===== src/rtl/pwmblk_pkg.sv =====
package pwmblk_pkg;
  localparam int DUTY_W     = 4;
  localparam int FRAME_LOG2 = DUTY_W + 1;
  localparam int CFG_W      = 8;
  localparam int RATE_W     = 3;
  localparam int RATE_CODES = 1 << RATE_W;

  typedef struct packed {
    logic              blink_en;
    logic              force_hi;
    logic [1:0]        unused;
    logic [DUTY_W-1:0] duty;
  } port_cfg_t;

  // Counter bit that carries the blink square wave for a rate code.
  function automatic int blink_tap(input int code, input int max_log2);
    if (code < RATE_CODES - 1) return max_log2 - 1 - code;
    return max_log2 - 9;
  endfunction
endpackage


===== src/rtl/pwmblk_prescaler.sv =====
module pwmblk_prescaler
  import pwmblk_pkg::*;
#(
  parameter int CNT_W = 18
) (
  input  logic             clk,
  input  logic             rst,
  output logic [CNT_W-1:0] cnt_q,
  output logic [CNT_W-1:0] cnt_d,
  output logic             frame_last
);
  assign cnt_d      = cnt_q + 1'b1;
  assign frame_last = &cnt_q[FRAME_LOG2-1:0];

  always_ff @(posedge clk) begin
    if (rst) cnt_q <= '0;
    else     cnt_q <= cnt_d;
  end

  // a frame boundary is followed by position zero
  assert_frame_wrap_R1: assert property (@(posedge clk) disable iff (rst)
    frame_last |=> cnt_q[FRAME_LOG2-1:0] == '0);

  // inside a frame the position steps by one per clock
  assert_frame_step_R1: assert property (@(posedge clk) disable iff (rst)
    !frame_last |=> cnt_q[FRAME_LOG2-1:0] == $past(cnt_q[FRAME_LOG2-1:0]) + 1'b1);
endmodule


===== src/rtl/pwmblk_blink_sel.sv =====
module pwmblk_blink_sel
  import pwmblk_pkg::*;
#(
  parameter int CNT_W = 18
) (
  input  logic              clk,
  input  logic              rst,
  input  logic [CNT_W-1:0]  cnt,
  input  logic [RATE_W-1:0] rate,
  output logic              blink_on
);
  logic [RATE_CODES-1:0] tap;
  logic [RATE_CODES-1:0] low_zero;

  for (genvar k = 0; k < RATE_CODES; k++) begin : g_tap
    localparam int IDX = blink_tap(k, CNT_W);
    assign tap[k] = cnt[IDX];
    if (IDX == 0) begin : g_no_low
      assign low_zero[k] = 1'b1;
    end else begin : g_low
      assign low_zero[k] = (cnt[IDX-1:0] == '0);
    end
  end

  // First half of the blink period passes the port level
  assign blink_on = ~tap[rate];

  // the blink phase only moves when the lower counter bits wrap
  assert_blink_period_R4: assert property (@(posedge clk) disable iff (rst)
    ($stable(rate) && !low_zero[rate]) |-> (blink_on == $past(blink_on)));
endmodule


===== src/rtl/pwmblk_lane.sv =====
module pwmblk_lane
  import pwmblk_pkg::*;
(
  input  logic                  clk,
  input  logic                  rst,
  input  logic                  frame_last,
  input  logic [CFG_W-1:0]      cfg_in,
  input  logic [FRAME_LOG2-1:0] pos_q,
  input  logic [FRAME_LOG2-1:0] pos_d,
  input  logic                  blink_on_d,
  output logic                  port_o
);
  port_cfg_t act_q, act_d;
  logic      level_d;

  assign act_d   = frame_last ? port_cfg_t'(cfg_in) : act_q;
  assign level_d = act_d.force_hi | (pos_d[FRAME_LOG2-1:1] < act_d.duty);

  always_ff @(posedge clk) begin
    if (rst) begin
      act_q  <= '0;
      port_o <= 1'b0;
    end else begin
      act_q  <= act_d;
      port_o <= level_d & (~act_d.blink_en | blink_on_d);
    end
  end

  // stored setting only changes across a frame boundary
  assert_hold_midframe_R6: assert property (@(posedge clk) disable iff (rst)
    !frame_last |=> $stable(act_q));

  // duty zero without force-high is a steady low
  assert_static_low_R2: assert property (@(posedge clk) disable iff (rst)
    (!act_q.force_hi && act_q.duty == '0) |-> !port_o);

  // force-high without blink is a steady high
  assert_static_high_R3: assert property (@(posedge clk) disable iff (rst)
    (act_q.force_hi && !act_q.blink_en) |-> port_o);

  // a nonzero duty is high at the start of the frame
  assert_pwm_start_R1: assert property (@(posedge clk) disable iff (rst)
    (!act_q.blink_en && act_q.duty != '0 && pos_q == '0) |-> port_o);
endmodule


===== src/rtl/port_pwm_blink.sv =====
module port_pwm_blink
  import pwmblk_pkg::*;
#(
  parameter int NUM_PORTS      = 9,
  parameter int BLINK_MAX_LOG2 = 18
) (
  input  logic                       clk,
  input  logic                       rst,
  input  logic [NUM_PORTS*CFG_W-1:0] port_cfg,
  input  logic [RATE_W-1:0]          blink_rate,
  output logic [NUM_PORTS-1:0]       port_out
);
  localparam int CNT_W = BLINK_MAX_LOG2;

  logic [CNT_W-1:0]  cnt_q, cnt_d;
  logic              frame_last;
  logic [RATE_W-1:0] rate_q, rate_d;
  logic              blink_on_d;

  pwmblk_prescaler #(.CNT_W(CNT_W)) u_prescaler (
    .clk        (clk),
    .rst        (rst),
    .cnt_q      (cnt_q),
    .cnt_d      (cnt_d),
    .frame_last (frame_last)
  );

  assign rate_d = frame_last ? blink_rate : rate_q;

  always_ff @(posedge clk) begin
    if (rst) rate_q <= '0;
    else     rate_q <= rate_d;
  end

  pwmblk_blink_sel #(.CNT_W(CNT_W)) u_blink (
    .clk      (clk),
    .rst      (rst),
    .cnt      (cnt_d),
    .rate     (rate_d),
    .blink_on (blink_on_d)
  );

  for (genvar p = 0; p < NUM_PORTS; p++) begin : g_lane
    pwmblk_lane u_lane (
      .clk        (clk),
      .rst        (rst),
      .frame_last (frame_last),
      .cfg_in     (port_cfg[p*CFG_W +: CFG_W]),
      .pos_q      (cnt_q[FRAME_LOG2-1:0]),
      .pos_d      (cnt_d[FRAME_LOG2-1:0]),
      .blink_on_d (blink_on_d),
      .port_o     (port_out[p])
    );
  end

  // rate field only changes across a frame boundary
  assert_rate_hold_R6: assert property (@(posedge clk) disable iff (rst)
    !frame_last |=> $stable(rate_q));
endmodule


===== config.mk =====
export PLATFORM = sky130hd
export DESIGN_NAME = port_pwm_blink
export DESIGN_NICKNAME = d
export VERILOG_FILES = /design/src/rtl/pwmblk_pkg.sv /design/src/rtl/pwmblk_prescaler.sv /design/src/rtl/pwmblk_blink_sel.sv /design/src/rtl/pwmblk_lane.sv /design/src/rtl/port_pwm_blink.sv
export SDC_FILE = /design/constraint.sdc
export NUM_CORES = 1
export LEC_CHECK = 0
export BUFFER_PORTS_ARGS = -buffer_cell sky130_fd_sc_hd__buf_2
export CAP_MARGIN = 20
export CORE_UTILIZATION = 48
export DETAILED_ROUTE_END_ITERATION = 8
export PLACE_DENSITY_LB_ADDON = 0.25
export SETUP_SLACK_MARGIN = 0.05
export SLEW_MARGIN = 20
export SYNTH_ARGS = -nofsm -noshare
export SYNTH_HDL_FRONTEND = slang
export SYNTH_SLANG_ARGS = --single-unit

===== constraint.sdc =====
create_clock -name clk -period 9.9 [get_ports clk]
set_input_delay 0.495 -clock clk [delete_from_list [all_inputs] [get_ports clk]]
set_output_delay 0.495 -clock clk [all_outputs]
set_load 0.05 [all_outputs]

## Yosys cells after proc, flatten, opt, wreduce, memory -nomap -nowiden

Index checks and enable logic that the tools add are counted.

- Reductions and logical operators: 1
- Bitwise logic cells: 37
- Mux-type cells: 12
- Add/sub/neg operators: 1
- Order comparisons: 10

Operators by type and width:

| operator | number |
|---|---|
| $mux W8 | 9 |
| $lt A4 B4 Y1 | 9 |
| $add A18 B1 Y18 const B | 1 |
| $or A1 B1 Y1 | 18 |
| $not A1 Y1 | 10 |
| $and A1 B1 Y1 | 9 |
| $reduce_and A5 Y1 | 1 |
| $lt A3 B4 Y1 const B | 1 |
| $bmux W1 S3 | 1 |
| $mux W3 | 1 |
| $mux W1 | 1 |

- Logic and storage cells: 108
- Register bits: 102

## Depth between registers and ports, before layout

Gate-level depths: netlist of run 1.

- Word-level depth: 7
- Mapped depth: 14

## Hierarchy

Synthesis of run 1 repeated with hierarchy kept, for this count alone.

- Cell total of the unflattened synthesis: 373
- Area, all modules: 3,941.3 um^2

By module, submodules not included:

| module | cells each | times used | area an instance (um^2) | seq. area each (um^2) |
|---|---|---|---|---|
| pwmblk_lane | 30 | 9 | 320.3 | 140.1 |
| pwmblk_prescaler | 91 | 1 | 868.3 | 360.3 |
| port_pwm_blink | 9 | 1 | 127.6 | 60.1 |
| pwmblk_blink_sel | 3 | 1 | 62.6 | 0.0 |

## Worst setup path after synthesis of run 1

Ideal clock, no wire load.

- Kind: reg2reg
- Start point: reg u_prescaler.cnt_q[0]
- End point: reg g_lane[0].u_lane.port_o
- Data arrival time: 3,022 ps
- Data required time: 9,814 ps
- Slack: 6,793 ps
- Setup time: 86 ps
- Clock period less this slack: 3,107 ps
- Cell stages (with the launch flop): 15
- Cells stage by stage: dfxtp_1 > ha_1 > nand3_1 > inv_1 > ha_1 > buf_2 > buf_2 > buf_2 > buf_2 > mux2i_1 > ha_1 > a21oi_1 > nand2_1 > a21o_1 > a211oi_1

- Longest elaborated chain between the ends: 7

Ends and longest elaborated chain:

| what | RTL line | RTL |
|---|---|---|
| start, declared | pwmblk_prescaler.sv:8 | `output logic [CNT_W-1:0] cnt_q,` |
| start signal, assigned | pwmblk_prescaler.sv:17 | `else cnt_q <= cnt_d;` |
| branches (longest 6 deep; another with $add A18 B1 Y18) | -- |  |
| $and A1 B1 Y1 (*) | pwmblk_lane.sv:25 | `port_o <= level_d & (~act_d.blink_en \| blink_on_d);` |
| end signal, assigned | pwmblk_lane.sv:25 |  |
| end, declared | pwmblk_lane.sv:11 | `output logic port_o` |

Every way passes the cells marked *. The select of a mux whose other input is x is not followed.
A chain may end at the register's enable or synchronous reset.

## Final worst setup path of run 1

- Start point: reg u_prescaler.cnt_q[0]
- End point: reg g_lane[3].u_lane.port_o

- Longest elaborated chain between the ends: 7

Ends and longest elaborated chain:

| what | RTL line |
|---|---|
| branches (longest 6 deep; another with $add A18 B1 Y18) | -- |
| $and A1 B1 Y1 (*) | pwmblk_lane.sv:25 |
| end signal, assigned | pwmblk_lane.sv:25 |
| end, declared | pwmblk_lane.sv:11 |

Marks and branches as above.

==> flow_summary.rst, run 1 <==
.. list-table::
   :header-rows: 1

   * - Metric
     - Value
   * - Clock root buffer master
     - sky130_fd_sc_hd__clkbuf_8
   * - Total via count in the routed design
     - 2955
   * - Largest net degree at the start of global routing
     - 85
   * - Area of the die
     - 8606 um^2
   * - Crit path launch type
     - flip-flop
   * - Layout area overhead
     - 12.65%
   * - Clock network fraction of total power
     - 36.7%
   * - Max Fanout on Critical Path
     - 63
   * - Placed cells
     - 536
   * - Number of setup buffers added after CTS
     - 0
   * - Mux cell area share after synthesis
     - 15.22%
   * - Switching Share
     - 24.09%
   * - Mean instance size in the synthesized netlist
     - 10.01 um^2
   * - HPWL after detailed placement
     - 5401 um
   * - Register bit total from synthesis
     - 84
   * - Synthesis Warnings
     - 0
   * - Slowest stage cell, crit path
     - sky130_fd_sc_hd__ha_4
   * - Outcome
     - completed
   * - Arrival time of data at the critical path endpoint
     - 4.00 ns
   * - Starting Density
     - 50.40%
   * - Compound-Gate Fraction of Synth Area
     - 10.76%
   * - Internal power
     - 0.4779 mW
   * - Final clock skew
     - 0.007961 ns
   * - Proportion of synthesized flip-flops having asynchronous set or reset
     - 0%
   * - Final period util
     - 38.57%
   * - Post-synth EDFFs
     - 0
   * - Resize count post-CTS
     - 0
   * - Highest cell delay on the worst timing path
     - 0.87 ns
   * - Routed WL
     - 7860 um
   * - Crit path max-delay family
     - compound AO/OA/AOI/OAI gates
   * - Total iterations of the first detailed-routing run
     - 4
   * - DRC errors left
     - 0
   * - Fin. max-slew vios
     - 0
   * - Achievable frequency
     - 261.9 MHz
   * - Number of standard cells after synthesis
     - 395
   * - Core Area
     - 7848 um^2
   * - Mapped cell area
     - 3955 um^2
   * - Maximum clock path buffer count
     - 2
   * - Wire length of the first global-routing pass
     - 13130 um
   * - CP Cell Sequence
     - ha_1, nand3_1, inv_1, ha_4, mux2i_1, o41ai_1, o211ai_2, a221oi_1, a211oi_1
   * - Net count of the mapped netlist
     - 501
   * - Classification of the worst setup path
     - flip-flop to flip-flop
   * - Buf+Inv Stages, Crit Path
     - 1
   * - Number of clock buffers inserted by TritonCTS
     - 9
   * - Post-Synth XOR/XNOR Area
     - 3.322%
   * - Die width
     - 92.77 um
   * - P per Cell Area
     - 141.3 nW/um^2
   * - Filler instances
     - 712
   * - Relative contribution of combinational cells to total power
     - 8.8%
   * - Via count of the first global-routing pass
     - 2837
   * - Top-level port count
     - 86
   * - Count of antenna-violating nets left after detailed routing
     - 0
   * - Unrepaired setup endpoints after global routing
     - false
   * - NumNets Final
     - 551
   * - Diodes inserted
     - 0
   * - Total routing resource utilization after global routing
     - 19.39%
   * - Switching component of the power
     - 0.1516 mW
   * - Worst Hold Class
     - primary input to flip-flop
   * - Detailed Route Iter0 Violations
     - 105
   * - Sequential Power Share
     - 54.5%
   * - Final estimated routing congestion in global placement
     - 0.7541
   * - Number of rows created at floorplan
     - 32
   * - Shortest clock period the worst path allows after layout
     - 3.818 ns
   * - Count of endpoints failing setup in the final report
     - 0
   * - Synth Area in Simple Gates
     - 14.68%
   * - H-Tree Depth
     - 3
   * - Wire per inst
     - 14.26 um
   * - Proportion of synthesized chip area in sequential cells
     - 42.52%
   * - Max-slew headroom
     - 28.30%
   * - Count of clock tree sinks
     - 84
   * - Post-route setup TNS
     - 0 ns
   * - Final hold vios
     - 0
   * - Clock tree from TritonCTS
     - done
   * - Detailed-route vias per instance
     - 5.363
   * - Worst-margin pin slew
     - 1.076 ns
   * - Static power due to leakage
     - 1.706 nW
   * - Max-cap violations
     - 0
   * - Unique cell type count in the Yosys netlist
     - 43
   * - Fraction of layout cells with a size suffix above 1
     - 20.49%
   * - Post-CTS Hold Fix Bufs
     - 0
   * - Global route overflow
     - 0
   * - Required time of the critical path
     - 10.09 ns
   * - Antenna violations before repair
     - 0
   * - Category of the worst setup path capture point
     - flip-flop
   * - Non-Filler Instances
     - 551
   * - Fraction of the mapped netlist area in adder cells
     - 9.174%
   * - CTS clk-pin slew, worst paths
     - 0.08 ns
   * - Most used flip-flop cell after synthesis
     - sky130_fd_sc_hd__dfxtp_1
   * - Largest family of logic cells by synthesized area
     - multiplexers
   * - # port buffers
     - 67
   * - Source-to-sink clock delay at the later pin of the worst-skew pair
     - 0.34 ns
   * - Height of the die
     - 92.77 um
   * - Max IR drop VDD
     - 0.00007830 V
-- worst register-to-register path, cell delays in order (launching register included) --
cell                       delay, ns
sky130_fd_sc_hd__dfxtp_1        0.40
sky130_fd_sc_hd__ha_1           0.23
sky130_fd_sc_hd__nand3_1        0.23
sky130_fd_sc_hd__inv_1          0.17
sky130_fd_sc_hd__ha_4           0.87
sky130_fd_sc_hd__mux2i_1        0.42
sky130_fd_sc_hd__o41ai_1        0.50
sky130_fd_sc_hd__o211ai_2       0.32
sky130_fd_sc_hd__a221oi_1       0.42
sky130_fd_sc_hd__a211oi_1       0.10
-- routing by layer --
layer	wire length, um	track usage [%]	part of all wire, %	up-vias
li1	-	-	-	1497
met1	3507	23.89	45	1397
met2	3850	32.48	49	51
met3	377	4.598	4.8	10
met4	123	7.692	1.6	0
met5	0	0	0	-
-- power groups by stage --
stage               logic, mW  registers [mW]  clock network [mW]
finish                 0.0554           0.343               0.231
global route           0.0615           0.344               0.254
CTS                    0.0561           0.343               0.238
detailed placement     0.0559           0.351                   0
global placement       0.0547           0.351                   0
floorplan              0.0372           0.351                   0
-- logic make-up after synthesis --
kind of cell	Yosys count
adder cells (fa/ha/maj)	29
XOR/XNOR	15
flip-flops	84
multiplexers	60
AND/OR/NAND/NOR	120
buffers and inverters	31
AO/OA/AOI/OAI	56
-- cell usage after synthesis (11+ instances only) --
cell type,n,area (um^2)
sky130_fd_sc_hd__a21oi_1,12,60.06
sky130_fd_sc_hd__nand2_1,13,48.80
sky130_fd_sc_hd__mux2i_1,59,590.6
sky130_fd_sc_hd__ha_1,29,362.9
sky130_fd_sc_hd__buf_2,11,55.05
sky130_fd_sc_hd__dfxtp_1,84,1682
sky130_fd_sc_hd__nor2_1,73,274.0
-- through the flow --
| step | setup WS [ns] | power [mW] | cell area, um^2 | utilization, % | hold slack [ns] |
|---|---|---|---|---|---|
| 2_1_floorplan | 6.793 | 0.3878 | 3955 | - | 0.4471 |
| 3_3_place_gp | 6.166 | 0.4056 | 4274 | 54.46 | 0.4616 |
| 3_5_place_dp | 6.130 | 0.4068 | 4274 | 54.46 | 0.4764 |
| 4_1_cts | 6.078 | 0.6372 | 4456 | 56.78 | 0.3943 |
| 5_1_grt | 5.818 | 0.6593 | 4456 | 56.78 | 0.4027 |
| 6_report | 6.082 | 0.6295 | 4456 | 56.78 | 0.4080 |
-- sequential cells by signal, summed over array words and instances (netlist names) --
signal and flops:
u_prescaler.cnt_q 18, g_lane.u_lane.act_q 54, rate_q 3, g_lane.u_lane.port_o 9
-- area by class of cell --
type / instances / area (um^2) / share of cell area (%)
clock buffer: 10 / 127.6 / 2.864
clock inverter: 5 / 53.80 / 1.208
inverter: 2 / 7.507 / 0.1685
multi-input combinational: 280 / 2115 / 47.46
sequential: 84 / 1682 / 37.74
tap: 102 / 127.6 / 2.864
timing repair buffer: 68 / 342.8 / 7.694
-- final timing paths --
check / start / to / slack (ns) / cells past startpoint
max reg2reg: u_prescaler.cnt_q[0] / g_lane[3].u_lane.port_o / 6.08 / 9
min: port_cfg[15] / g_lane[1].u_lane.act_q[7] / 0.41 / 3
max: u_prescaler.cnt_q[0] / g_lane[3].u_lane.port_o / 6.08 / 9
min reg2reg: u_prescaler.cnt_q[0] / u_prescaler.cnt_q[0] / 0.49 / 1
-- placed cells by master, fill, tap and decap left out, types with 2 or more instances in the layout --
cell type                  synthesis  routed
sky130_fd_sc_hd__a211oi_1          9       9
sky130_fd_sc_hd__a21o_1            9       9
sky130_fd_sc_hd__a21oi_1          12      12
sky130_fd_sc_hd__a221oi_1          9       9
sky130_fd_sc_hd__buf_2            11      67
sky130_fd_sc_hd__clkbuf_8          0       9
sky130_fd_sc_hd__clkinv_2          0       3
sky130_fd_sc_hd__dfxtp_1          84      84
sky130_fd_sc_hd__ha_1             29      28
sky130_fd_sc_hd__inv_1             2       2
sky130_fd_sc_hd__mux2i_1          59      59
sky130_fd_sc_hd__nand2_1          13      13
sky130_fd_sc_hd__nand3_1           7       7
sky130_fd_sc_hd__nand4_2           2       2
sky130_fd_sc_hd__nor2_1           73      73
sky130_fd_sc_hd__nor2b_1           7       7
sky130_fd_sc_hd__nor3_1            3       3
sky130_fd_sc_hd__nor4_1            3       3
sky130_fd_sc_hd__nor4_2            2       2
sky130_fd_sc_hd__o211ai_1          9       9
sky130_fd_sc_hd__xnor2_1           9       9
sky130_fd_sc_hd__xor2_1            6       6
(Power assumes the default switching activity.)
==> run 2, diff against run 1 <==
--- a/config.mk
+++ b/config.mk
@@ -5,6 +5,7 @@
 export SDC_FILE = /design/constraint.sdc
 export NUM_CORES = 1
 export LEC_CHECK = 0
+export ABC_AREA = 1
 export BUFFER_PORTS_ARGS = -buffer_cell sky130_fd_sc_hd__buf_2
 export CAP_MARGIN = 20
 export CORE_UTILIZATION = 48
==> constraint.sdc (replaced) <==
create_clock -name clk -period 3.67 [get_ports clk]
set_input_delay 0.1835 -clock clk [delete_from_list [all_inputs] [get_ports clk]]
set_output_delay 0.1835 -clock clk [all_outputs]
set_load 0.05 [all_outputs]
==> flow_summary.rst, run 2 <==
.. list-table::
   :header-rows: 1

   * - Metric
     - Value
   * - Detailed-route vias per instance
     - 4.801 (-10%)
   * - DRC errors left
     - 0 (unchanged)
   * - Maximum clock path buffer count
     - 2 (unchanged)
   * - Post-place setup slack
     - 0.8858 ns (-5.244 ns)
   * - Final period util
     - 76.31% (+38 points)
   * - Count of endpoints failing setup in the final report
     - 0 (unchanged)
   * - Crit path launch type
     - flip-flop
   * - Largest registers in the final layout
     - g_lane.u_lane.act_q: 54 flops, u_prescaler.cnt_q: 18 flops, g_lane.u_lane.port_o: 9 flops
   * - P per Cell Area
     - 368.0 nW/um^2 (+160%)
   * - Most used flip-flop cell after synthesis
     - sky130_fd_sc_hd__dfxtp_1
   * - Shortest clock period the worst path allows after layout
     - 2.801 ns (-1.017 ns)
   * - Layout area overhead
     - 14.16%
   * - Worst Hold Class
     - primary input to flip-flop
   * - Number of standard cells after synthesis
     - 537 (+36%)
   * - Area of the die
     - 8990 um^2 (+4.5%)
   * - NumNets Final
     - 700 (+27%)
   * - Placed cells
     - 688 (+28%)
   * - Fin. max-slew vios
     - 0 (unchanged)
   * - Total via count in the routed design
     - 3380 (+14%)
   * - Die width
     - 94.82 um (+2.2%)
   * - Required time of the critical path
     - 3.93 ns (-6.16 ns)
   * - Max-cap violations
     - 0 (unchanged)
   * - Commonest non-fill, non-tap cell in the layout
     - sky130_fd_sc_hd__nor2_1
   * - Diodes inserted
     - 0 (unchanged)
   * - Clock root buffer master
     - sky130_fd_sc_hd__clkbuf_8
   * - Hold Slack
     - 0.07244 ns (-0.3356 ns)
   * - HPWL after detailed placement
     - 6052 um (+12%)
   * - Top-level port count
     - 86 (unchanged)
   * - Net count of the mapped netlist
     - 643 (+28%)
   * - Mux cell area share after synthesis
     - 8.714% (-6.5 points)
   * - Max FFs per register
     - 54 (unchanged)
   * - Total iterations of the first detailed-routing run
     - 4 (unchanged)
   * - Detailed Route Iter0 Violations
     - 112 (+6.7%)
   * - Fraction of layout cells with a size suffix above 1
     - 17.20% (-3.3 points)
   * - Final estimated routing congestion in global placement
     - 0.8498 (+13%)
   * - Wire length of the first global-routing pass
     - 13260 um (+1.0%)
   * - Overall power
     - 1.737 mW (+180%)
   * - CTS clk-pin slew, worst paths
     - 0.11 ns (+0.03 ns)
   * - Count of clock tree sinks
     - 84 (unchanged)
   * - Largest register by flop count
     - g_lane.u_lane.act_q
   * - Max-slew headroom
     - 34.51% (+6.2 points)
   * - Starting Density
     - 50.08% (-0.32 points)
   * - Mapped cell area
     - 4135 um^2 (+4.6%)
   * - Non-Filler Instances
     - 704 (+28%)
   * - # port buffers
     - 67 (unchanged)
   * - Global route overflow
     - 0 (unchanged)
   * - Clock tree from TritonCTS
     - done
   * - Synthesis Warnings
     - 0 (unchanged)
   * - Final clock skew
     - 0.01300 ns (+0.005038 ns)
   * - Number of setup buffers added after CTS
     - 0 (unchanged)
   * - Number of clock buffers inserted by TritonCTS
     - 9 (unchanged)
   * - Largest net degree at the start of global routing
     - 57 (-33%)
   * - Category of the worst setup path capture point
     - flip-flop
   * - Compound-Gate Fraction of Synth Area
     - 8.926% (-1.8 points)
   * - Source-to-sink clock delay at the later pin of the worst-skew pair
     - 0.37 ns (+0.03 ns)
   * - Post-synth EDFFs
     - 0 (unchanged)
   * - Unique cell type count in the Yosys netlist
     - 26 (-40%)
   * - Via count of the first global-routing pass
     - 3053 (+7.6%)
   * - Outcome
     - completed
   * - Register bit total from synthesis
     - 84 (unchanged)
   * - Core Area
     - 8258 um^2 (+5.2%)
   * - Unrepaired setup endpoints after global routing
     - false
   * - Final Worst Setup Slack
     - 0.8694 ns (-5.213 ns)
   * - Classification of the worst setup path
     - flip-flop to flip-flop
   * - Leading cell types by total area after synthesis
     - sky130_fd_sc_hd__dfxtp_1 (41%), sky130_fd_sc_hd__ha_1 (8.8%), sky130_fd_sc_hd__mux2i_1 (8.7%), sky130_fd_sc_hd__nor2_1 (8.2%), sky130_fd_sc_hd__inv_1 (7.4%)
   * - Resize count post-CTS
     - 0 (unchanged)
   * - Commonest cells after routing, fill and taps aside
     - sky130_fd_sc_hd__nor2_1 (90), sky130_fd_sc_hd__dfxtp_1 (84), sky130_fd_sc_hd__inv_1 (81), sky130_fd_sc_hd__nand2_1 (71), sky130_fd_sc_hd__buf_2 (67)
   * - H-Tree Depth
     - 3 (unchanged)
   * - Largest family of logic cells by synthesized area
     - simple AND/OR/NAND/NOR gates
   * - Filler instances
     - 813 (+14%)
   * - Most frequently used cell type in the post-synthesis netlist
     - sky130_fd_sc_hd__nor2_1
   * - Routed WL
     - 8145 um (+3.6%)
   * - Proportion of synthesized chip area in sequential cells
     - 40.67% (-1.9 points)
   * - Static power due to leakage
     - 2.164 nW (+27%)
   * - Post-Synth XOR/XNOR Area
     - 0.6354% (-2.7 points)
   * - Number of rows created at floorplan
     - 33 (+3.1%)
   * - Count of antenna-violating nets left after detailed routing
     - 0 (unchanged)
   * - Proportion of synthesized flip-flops having asynchronous set or reset
     - 0% (unchanged)
   * - Cell type with the largest total area after synthesis
     - sky130_fd_sc_hd__dfxtp_1
   * - Achievable frequency
     - 357.1 MHz (+36%)
   * - Final hold vios
     - 0 (unchanged)
   * - Worst-margin pin slew
     - 0.9824 ns (-0.09315 ns)
   * - Post-CTS Hold Fix Bufs
     - 0 (unchanged)
   * - Total routing resource utilization after global routing
     - 19.14% (-0.26 points)
   * - Area share of the leading cell type in the synthesized netlist
     - 40.67% (-1.9 points)
   * - Arrival time of data at the critical path endpoint
     - 3.07 ns (-0.93 ns)
   * - Ranking of synthesized cells by instance count
     - sky130_fd_sc_hd__nor2_1 (90), sky130_fd_sc_hd__dfxtp_1 (84), sky130_fd_sc_hd__inv_1 (81)
   * - Synth Area in Simple Gates
     - 21.24% (+6.6 points)
   * - Mean instance size in the synthesized netlist
     - 7.701 um^2 (-23%)
   * - Antenna violations before repair
     - 0 (unchanged)
   * - Max Fanout on Critical Path
     - 22 (-65%)
   * - Height of the die
     - 94.82 um (+2.2%)
   * - Max IR drop VDD
     - 0.0002490 V (+220%)
   * - Fraction of the mapped netlist area in adder cells
     - 8.775% (-0.40 points)
   * - Wire per inst
     - 11.57 um (-19%)
   * - Post-route setup TNS
     - 0 ns (unchanged)
==> run 2: cell count changes after synthesis, moves of 17 or more <==
cell and change:
sky130_fd_sc_hd__inv_1 +79, sky130_fd_sc_hd__nand2_1 +58, sky130_fd_sc_hd__o21ai_0 +43, sky130_fd_sc_hd__mux2i_1 -23, sky130_fd_sc_hd__nand3_1 +19, sky130_fd_sc_hd__nor2_1 +17
==> run 2: routing by layer <==
layer / track usage [%] / part of all wire [%] / vias up
met5: 0 / 0 / -
met3: 3.865 / 4.7 / 12
met4: 6.566 / 1.6 / 0
li1: - / - / 1812
met1: 25.26 / 50 / 1479
met2: 31.00 / 44 / 77
==> run 2: final cells by class <==
type | count | area, um^2 | share of cell area, %
Tap cell | 105 | 131.4 | 2.783
Sequential cell | 84 | 1682 | 35.62
Multi-Input combinational cell | 343 | 2009 | 42.57
Timing Repair Buffer | 74 | 387.9 | 8.216
Inverter | 82 | 307.8 | 6.520
Clock inverter | 7 | 78.83 | 1.670
Clock buffer | 9 | 123.9 | 2.624
==> run 2: power breakdown <==
part | total, mW | switching [mW] | internal, mW
Sequential | 0.924 | 0.00412 | 0.920
Combinational | 0.146 | 0.0920 | 0.0536
Clock | 0.667 | 0.394 | 0.273
==> run 2: cells by family after synthesis <==
logic type | Yosys count
multiplexers | 36
AO/OA/AOI/OAI | 72
adder cells (fa/ha/maj) | 29
AND/OR/NAND/NOR | 203
flip-flops | 84
buffers and inverters | 110
XOR/XNOR | 3
==> run 2: worst max-delay path: stages (launching register included) <==
cell,delay (ns)
sky130_fd_sc_hd__dfxtp_1,0.40
sky130_fd_sc_hd__ha_1,0.20
sky130_fd_sc_hd__nand2_2,0.10
sky130_fd_sc_hd__nor2_4,0.15
sky130_fd_sc_hd__ha_4,0.34
sky130_fd_sc_hd__buf_4,0.32
sky130_fd_sc_hd__nand2_1,0.07
sky130_fd_sc_hd__o21ai_1,0.24
sky130_fd_sc_hd__inv_1,0.20
sky130_fd_sc_hd__nand3_1,0.16
sky130_fd_sc_hd__nand3_1,0.13
sky130_fd_sc_hd__nand3_4,0.19
sky130_fd_sc_hd__nand3_1,0.09
sky130_fd_sc_hd__nand2_1,0.07
sky130_fd_sc_hd__inv_1,0.04
==> run 2: worst paths after layout <==
| kind | from | to | slack, ns | cells after the start |
|---|---|---|---|---|
| worst max register to register | u_prescaler.cnt_q[0] | g_lane[2].u_lane.port_o | 0.87 | 14 |
| worst min-delay path | port_cfg[54] | g_lane[6].u_lane.act_q[6] | 0.07 | 3 |
| worst max-delay path | u_prescaler.cnt_q[0] | g_lane[2].u_lane.port_o | 0.87 | 14 |
| worst min register to register | u_prescaler.cnt_q[0] | u_prescaler.cnt_q[0] | 0.49 | 1 |
==> run 2: per-stage QoR <==
stage	util, %	instance area (um^2)
floorplan	-	4135
finish	57.17	4721
global route	57.17	4721
global placement	54.71	4518
detailed placement	54.71	4518
CTS	57.17	4721
